`config.mk`:
```
export PLATFORM = sky130hd
export DESIGN_NAME = fault_irq_hub
export DESIGN_NICKNAME = d
export VERILOG_FILES = /design/src/rtl/fault_irq_pkg.sv /design/src/rtl/fault_qualifier.sv /design/src/rtl/fault_sticky.sv /design/src/rtl/fault_irq_hub.sv
export SDC_FILE = /design/constraint.sdc
export NUM_CORES = 1
export LEC_CHECK = 0
export ABC_AREA = 1
export BUFFER_PORTS_ARGS = -buffer_cell sky130_fd_sc_hd__clkbuf_2
export CELL_PAD_IN_SITES_DETAIL_PLACEMENT = 1
export CELL_PAD_IN_SITES_GLOBAL_PLACEMENT = 1
export CORE_UTILIZATION = 39
export CTS_CLUSTER_SIZE = 10
export DETAILED_ROUTE_END_ITERATION = 6
export GPL_TIMING_DRIVEN = 0
export PLACE_DENSITY_LB_ADDON = 0.05
export SLEW_MARGIN = 25
export SYNTH_ARGS = -nofsm -noshare
export SYNTH_HDL_FRONTEND = slang
export SYNTH_SLANG_ARGS = --single-unit
```
`constraint.sdc`:
```
create_clock -name clk -period 1.6 [get_ports clk]
set_clock_uncertainty 0.05 [all_clocks]
set_input_delay 0.32 -clock clk [delete_from_list [all_inputs] [get_ports clk]]
set_output_delay 0.32 -clock clk [all_outputs]
set_load 0.01 [all_outputs]
```
`src/rtl/fault_irq_pkg.sv`:
```
package fault_irq_pkg;

  typedef struct packed {
    logic vinEn;
    logic irqEn;
  } cfg_t;

  typedef struct packed {
    logic under;
    logic over;
  } vinSample_t;

  function automatic int cntBits(input int limit);
    return $clog2(limit + 1);
  endfunction

endpackage

```
`src/rtl/fault_qualifier.sv`:
```
module fault_qualifier #(
  parameter int NUM_SW    = 4,
  parameter int NUM_LDO   = 2,
  parameter int SW_CYCLES = 16,
  parameter int LDO_US    = 16,
  localparam int NUM_SRC  = NUM_SW + NUM_LDO + 2
) (
  input  logic               clk,
  input  logic               rstN,
  input  logic               softStartDone,
  input  logic               overTemp,
  input  logic [NUM_SW-1:0]  swLimit,
  input  logic [NUM_SW-1:0]  swCycleStb,
  input  logic [NUM_LDO-1:0] ldoLimit,
  input  logic               usTick,
  input  logic               bypassMode,
  input  logic               bypassOverTh,
  output logic [NUM_SRC-1:0] tripVec
);
  import fault_irq_pkg::*;

  localparam int SW_W  = cntBits(SW_CYCLES);
  localparam int LDO_W = cntBits(LDO_US + 1);
  localparam logic [SW_W-1:0]  SW_MAX  = SW_W'(SW_CYCLES);
  localparam logic [LDO_W-1:0] LDO_MAX = LDO_W'(LDO_US + 1);

  assign tripVec[0]         = overTemp & softStartDone;
  assign tripVec[NUM_SRC-1] = bypassOverTh & bypassMode & softStartDone;

  for (genvar i = 0; i < NUM_SW; i++) begin : g_sw
    logic [SW_W-1:0] cycCnt;
    logic armed;
    assign armed = swLimit[i] & softStartDone;
    always_ff @(posedge clk) begin
      if (!rstN || !armed) cycCnt <= '0;
      else if (swCycleStb[i] && cycCnt != SW_MAX) cycCnt <= cycCnt + 1'b1;
    end
    assign tripVec[1+i] = armed && (cycCnt == SW_MAX);
  end

  for (genvar j = 0; j < NUM_LDO; j++) begin : g_ldo
    logic [LDO_W-1:0] usCnt;
    logic armed;
    assign armed = ldoLimit[j] & softStartDone;
    always_ff @(posedge clk) begin
      if (!rstN || !armed) usCnt <= '0;
      else if (usTick && usCnt != LDO_MAX) usCnt <= usCnt + 1'b1;
    end
    assign tripVec[1+NUM_SW+j] = armed && (usCnt == LDO_MAX);
  end

endmodule

```
`src/rtl/fault_sticky.sv`:
```
module fault_sticky #(
  parameter int NUM_SRC = 8
) (
  input  logic               clk,
  input  logic               rstN,
  input  logic [NUM_SRC-1:0] tripVec,
  input  logic [NUM_SRC-1:0] clearWr,
  input  logic               cfgWr,
  input  logic [1:0]         cfgData,
  input  logic               vinUnder,
  input  logic               vinOver,
  output logic [NUM_SRC-1:0] faultStat,
  output logic               irqN,
  output logic               vinStatN,
  output logic               vinUnderStat,
  output logic               vinOverStat
);
  import fault_irq_pkg::*;

  cfg_t       cfgQ;
  vinSample_t vinQ;
  logic [NUM_SRC-1:0] stickyQ;

  always_ff @(posedge clk) begin
    if (!rstN) begin
      stickyQ <= '0;
      cfgQ    <= '0;
      vinQ    <= '0;
    end else begin
      stickyQ <= (stickyQ & ~clearWr) | tripVec;
      if (cfgWr) cfgQ <= cfg_t'(cfgData);
      vinQ.under <= vinUnder;
      vinQ.over  <= vinOver;
    end
  end

  assign faultStat    = stickyQ;
  assign irqN         = ~(cfgQ.irqEn & (|stickyQ));
  assign vinUnderStat = vinQ.under;
  assign vinOverStat  = vinQ.over;
  assign vinStatN     = ~(cfgQ.vinEn & (vinQ.under | vinQ.over));

endmodule

```
`src/rtl/fault_irq_hub.sv`:
```
module fault_irq_hub #(
  parameter int NUM_SW    = 4,
  parameter int NUM_LDO   = 2,
  parameter int SW_CYCLES = 16,
  parameter int LDO_US    = 16,
  localparam int NUM_SRC  = NUM_SW + NUM_LDO + 2
) (
  input  logic               clk,
  input  logic               rstN,
  input  logic               softStartDone,
  input  logic               overTemp,
  input  logic [NUM_SW-1:0]  swLimit,
  input  logic [NUM_SW-1:0]  swCycleStb,
  input  logic [NUM_LDO-1:0] ldoLimit,
  input  logic               usTick,
  input  logic               bypassMode,
  input  logic               bypassOverTh,
  input  logic               vinUnder,
  input  logic               vinOver,
  input  logic               cfgWr,
  input  logic [1:0]         cfgData,
  input  logic [NUM_SRC-1:0] clearWr,
  output logic [NUM_SRC-1:0] faultStat,
  output logic               irqN,
  output logic               vinStatN,
  output logic               vinUnderStat,
  output logic               vinOverStat
);

  logic [NUM_SRC-1:0] tripVec;

  fault_qualifier #(
    .NUM_SW(NUM_SW), .NUM_LDO(NUM_LDO),
    .SW_CYCLES(SW_CYCLES), .LDO_US(LDO_US)
  ) u_qual (
    .clk(clk), .rstN(rstN), .softStartDone(softStartDone),
    .overTemp(overTemp), .swLimit(swLimit), .swCycleStb(swCycleStb),
    .ldoLimit(ldoLimit), .usTick(usTick), .bypassMode(bypassMode),
    .bypassOverTh(bypassOverTh), .tripVec(tripVec)
  );

  fault_sticky #(.NUM_SRC(NUM_SRC)) u_dp (
    .clk(clk), .rstN(rstN), .tripVec(tripVec), .clearWr(clearWr),
    .cfgWr(cfgWr), .cfgData(cfgData), .vinUnder(vinUnder), .vinOver(vinOver),
    .faultStat(faultStat), .irqN(irqN), .vinStatN(vinStatN),
    .vinUnderStat(vinUnderStat), .vinOverStat(vinOverStat)
  );

endmodule

```
Word level (Yosys, flattened, before mapping)
Cells that the tools add are included.
{"block": "word_totals", "reg_bits": 42, "in_bits": 30, "output_inout_bits": 12}
{"block": "op_classes", "addsub": 6, "n_eq_ne": 12, "bitwise": 17, "n_reduce_logical": 26}
{"operator": "5-bit by 1-bit adder with 5-bit output (second input constant)", "n": 6}
{"operator": "5-bit equality test (second input constant)", "n": 6}
{"operator": "5-bit != test (second input constant)", "n": 6}
{"operator": "1-bit logical AND", "n": 12}
{"operator": "1-bit bitwise AND", "n": 11}
{"operator": "8-bit bitwise AND", "n": 1}
{"operator": "8-bit NOT", "n": 1}
{"operator": "8-bit bitwise OR", "n": 1}
{"operator": "8-bit OR reduction", "n": 1}
{"operator": "1-bit zero test", "n": 7}
{"operator": "1-bit logical OR", "n": 6}
{"operator": "1-bit NOT", "n": 2}
{"operator": "1-bit bitwise OR", "n": 1}

Depth between registers and ports, before layout
{"block": "logic_depth", "word_depth": 3, "mapped_depth": 9, "depth_no_buf": 9}

Modules after synthesis
A second synthesis with hierarchy kept.
{"block": "hier_totals", "cells_unflattened": 319, "area_unflattened_um2": 2200.9}
{"module": "fault_qualifier", "instances": 1, "cells_each": 263, "area_each_um2": 1780.5, "seq_area_each_um2": 600.6}
{"module": "fault_sticky", "instances": 1, "cells_each": 56, "area_each_um2": 420.4, "seq_area_each_um2": 240.2}

Worst setup path before layout
No wires, ideal clock.
{"block": "synth_timing", "path_type": "reg2reg", "from": "register u_qual.g_sw[2].cycCnt[0]", "to": "register u_qual.g_sw[2].cycCnt[3]", "setup_ns": 0.066, "t_arrival_ns": 1.025, "path_slack_ns": 0.459, "path_stages_with_launch": 8, "n_path_buf": 0, "path_cell_list": "dfxtp_1 inv_1 ha_1 nand2_1 inv_1 a21oi_2 nand2_1 a21oi_2"}
{"block": "synth_between", "elab_chain_cells": 2}
{"item": "from (decl)", "line": "fault_qualifier.sv:31", "source": "logic [SW_W-1:0] cycCnt;"}
{"item": "from (signal assigned)", "line": "fault_qualifier.sv:36", "source": "else if (swCycleStb[i] && cycCnt != SW_MAX) cycCnt <= cycCnt + 1'b1;"}
{"item": "parallel branches: the longest is 2 deep, another holds 5-bit by 1-bit adder with 5-bit output"}
Parallel ways; which one is timed is not known.
A chain may end at the register's enable or synchronous reset.

Final worst setup path
{"block": "layout_timing", "from": "register u_dp.stickyQ[7] (netlist: u_dp.faultStat[7])", "to": "output irqN"}
{"block": "layout_between", "elab_chain_cells": 3}
{"item": "from (decl)", "line": "fault_sticky.sv:22", "source": "logic [NUM_SRC-1:0] stickyQ;"}
{"item": "from (signal assigned)", "line": "fault_sticky.sv:30", "source": "stickyQ <= (stickyQ & ~clearWr) | tripVec;"}
{"item": "8-bit OR reduction", "line": "fault_sticky.sv:38", "source": "assign irqN = ~(cfgQ.irqEn & (|stickyQ));"}
{"item": "1-bit bitwise AND", "line": "fault_sticky.sv:38"}
{"item": "1-bit NOT", "line": "fault_sticky.sv:38"}
{"item": "to (decl)", "line": "fault_irq_hub.sv:24", "source": "output logic irqN,"}
No other way between the ends.

==> summary.md <==
| Metric | Value |
|---|---|
| Synth top area cells | dfxtp_1, nand2_1, inv_1, ha_1, a21oi_1 |
| Number of buffers added on ports | 40 |
| CP max-delay cell | dfxtp_1 |
| DR iter-0 viols | 65 |
| CTS Sinks | 42 |
| Worst slew pin tran | 0.244 ns |
| Tot GR Track Use | 0.188 |
| Initial antenna violation count | 0 |
| Cell Pwr Density | 736 nW/µm² |
| IO Pins | 42 |
| Critical Path RT | 1.23 ns |
| Status | completed |
| Area growth syn-to-layout | 16.9% |
| Avg Inst Size Synth | 7.19 µm² |
| Cells after Synth | 300 |
| DR vias | 2042 |
| Tot Pwr | 1860 µW |
| First-pass GRT wire length | 8.99 mm |
| Setup Buffers After CTS | 0 |
| Row count | 26 |
| Uppermost layer routed | met4 |
| Crit share post-route | 0.893 |
| Crit path kind | flip-flop to output pin |
| P_leak | 0.00112 µW |
| Avg WL per Cell | 12.1 µm |
| CTS clock-pin slew for the worst setup and hold paths | 0.08 ns |
| Syn_nets | 342 |
| Layout cells sized above 1 | 0.210 |
| Met1 wire length | 2.41 mm |
| Most frequent cells in the layout | nand2_1, inv_1, dfxtp_1, clkbuf_2, nor2_1 |
| Pin count of the biggest net entering global routing | 12 |
| Die X | 76.4 µm |
| Most common cell after layout, fill and taps aside | nand2_1 |
| Seq/Total Area, Yosys | 0.390 |
| Clock buffer depth | 2 |
| Startpoint Class | flip-flop |
| DRT Wirelength | 5.06 mm |
| Hold Crit Class | input port to flip-flop |
| Die Height | 76.4 µm |
| Setup tns final | 0 ns |
| Post-cts sizing count | 0 |
| Number of CTS-inserted buffers | 5 |
| Unrepaired setup endpoints after global routing | no |
| Max FO, Critical Path | 3 |
| Critical Path Sink Type | output pin |
| Synth warn | 0 |
| Yosys reg bits | 42 |
| CP cell instances | nor2_1, nand4_1, nand2_1, clkbuf_2 |
| Final min period | 1.43 ns |
| DPL Wire Length | 3.96 mm |
| Maxcap violations | 0 |
| Dominant cell type by area after synthesis | dfxtp_1 |
| Yosys top cell area share | 0.390 |
| Worst Setup SP | u_dp.faultStat[7] |
| Met2 WL | 2.39 mm |
| Netlist cell types | 23 |
| Initial Util | 0.415 |
| Pins Over Slew Limit | 0 |
| Launching point of the worst reg2reg path | u_qual.g_sw[0].cycCnt[0] |
| DR DRC count | 0 |
| Crit path DAT | 1.06 ns |
| Routed wl met3 | 169 µm |
| Placeable core area | 5200 µm² |
| Crit path buf inv count | 1 |
| Fin nets | 389 |
| DR vias/cell | 4.90 |
| Antenna cells | 0 |
| CP max stage delay | 0.33 ns |
| Cell family with most CP delay | flip-flops |
| Finished Core Util | 0.485 |
| CTS Hold Bufs | 0 |
| Root buffer cell | clkbuf_8 |
| Hold_sp | clearWr[7] |
| DR pass1 iterations | 4 |
| Latest clock arrival within the worst-skew pair | 0.28 ns |
| CTS tree | done |
| Gpl congestion | 0.789 |
| Mapped cell area | 2160 µm² |
| Final setup violating endpoints | 0 |
| Slew margin rel. | 0.837 |
| Vias in the first global route | 2018 |
| CTS H-tree depth | 2 |
| Peak VDD IR | 407 µV |
| GRT overflow | 0 |
| Fmax | 700 MHz |
| Die area | 5840 µm² |
| Endpoints failing hold | 0 |
| Final ANT Viol Nets | 0 |
[power by group]
part / internal (µW) / switching [µW] / leakage (µW) / total, µW
registers: 1060 / 11.4 / 0.000340 / 1070
clock network: 301 / 337 / 0.0000383 / 638
logic: 60.3 / 89.4 / 0.000740 / 150
[final cells by class]
| cell class | instances | area [µm²] |
|---|---|---|
| buffer | 2 | 15.0 |
| fill | 707 | 2680 |
| tap | 70 | 87.6 |
| clock buffer | 7 | 76.3 |
| inverter | 52 | 200 |
| multi-input combinational | 204 | 1100 |
| sequential | 42 | 841 |
| timing repair buffer | 40 | 200 |
[per-layer routing]
layer,global-route usage,vias up
met5,0,-
met4,0.0596,0
met3,0.0299,8
met2,0.332,35
met1,0.230,954
li1,-,1045
[synthesized netlist by cell type (all sizes together)]
cell / number
dfxtp: 42
a21oi: 24
nand3: 19
nor2: 26
nand2: 89
o21ai: 5
and3: 1
o22ai: 3
inv: 52
buf: 2
nand4: 13
o31ai: 1
xor2: 6
ha: 12
nand3b: 2
o32ai: 3
[state kept, by name, indices dropped and copies added (netlist names)]
| signal | flops |
|---|---|
| u_qual.g_ldo.usCnt | 10 |
| u_dp.vinOverStat | 1 |
| u_dp.cfgQ | 2 |
| u_dp.faultStat | 8 |
| u_qual.g_sw.cycCnt | 20 |
| u_dp.vinUnderStat | 1 |
[per-stage QoR]
stage               setup slack [ns]  instance area [µm²]  std cells  hold WS, ns
finish                         0.172                 2520        417        0.163
global route                  0.0701                 2520        417        0.159
CTS                            0.145                 2520        417        0.153
detailed placement             0.316                 2450        410        0.423
global placement               0.337                 2450        410        0.418
floorplan                      0.459                 2160        300        0.368
[logic make-up (layout without fill, tap and decap cells)]
| family | Yosys count | in the layout | synth area share |
|---|---|---|---|
| AO/OA/AOI/OAI | 36 | 36 | 0.0951 |
| adder cells (fa/ha/maj) | 12 | 12 | 0.0696 |
| XOR/XNOR | 6 | 6 | 0.0243 |
| flip-flops | 42 | 42 | 0.390 |
| buffers and inverters | 54 | 101 | 0.0997 |
| AND/OR/NAND/NOR | 150 | 150 | 0.322 |
[worst paths after layout]
path,to,slack (ns),depth (start not counted)
worst max-delay path,irqN,0.17,4
worst min-delay path,u_dp.faultStat[7],0.16,2
worst max register to register,u_qual.g_sw[0].cycCnt[3],0.27,9
worst min register to register,u_dp.faultStat[0],0.43,2
No activity file was read; power rests on OpenSTA's default activity.
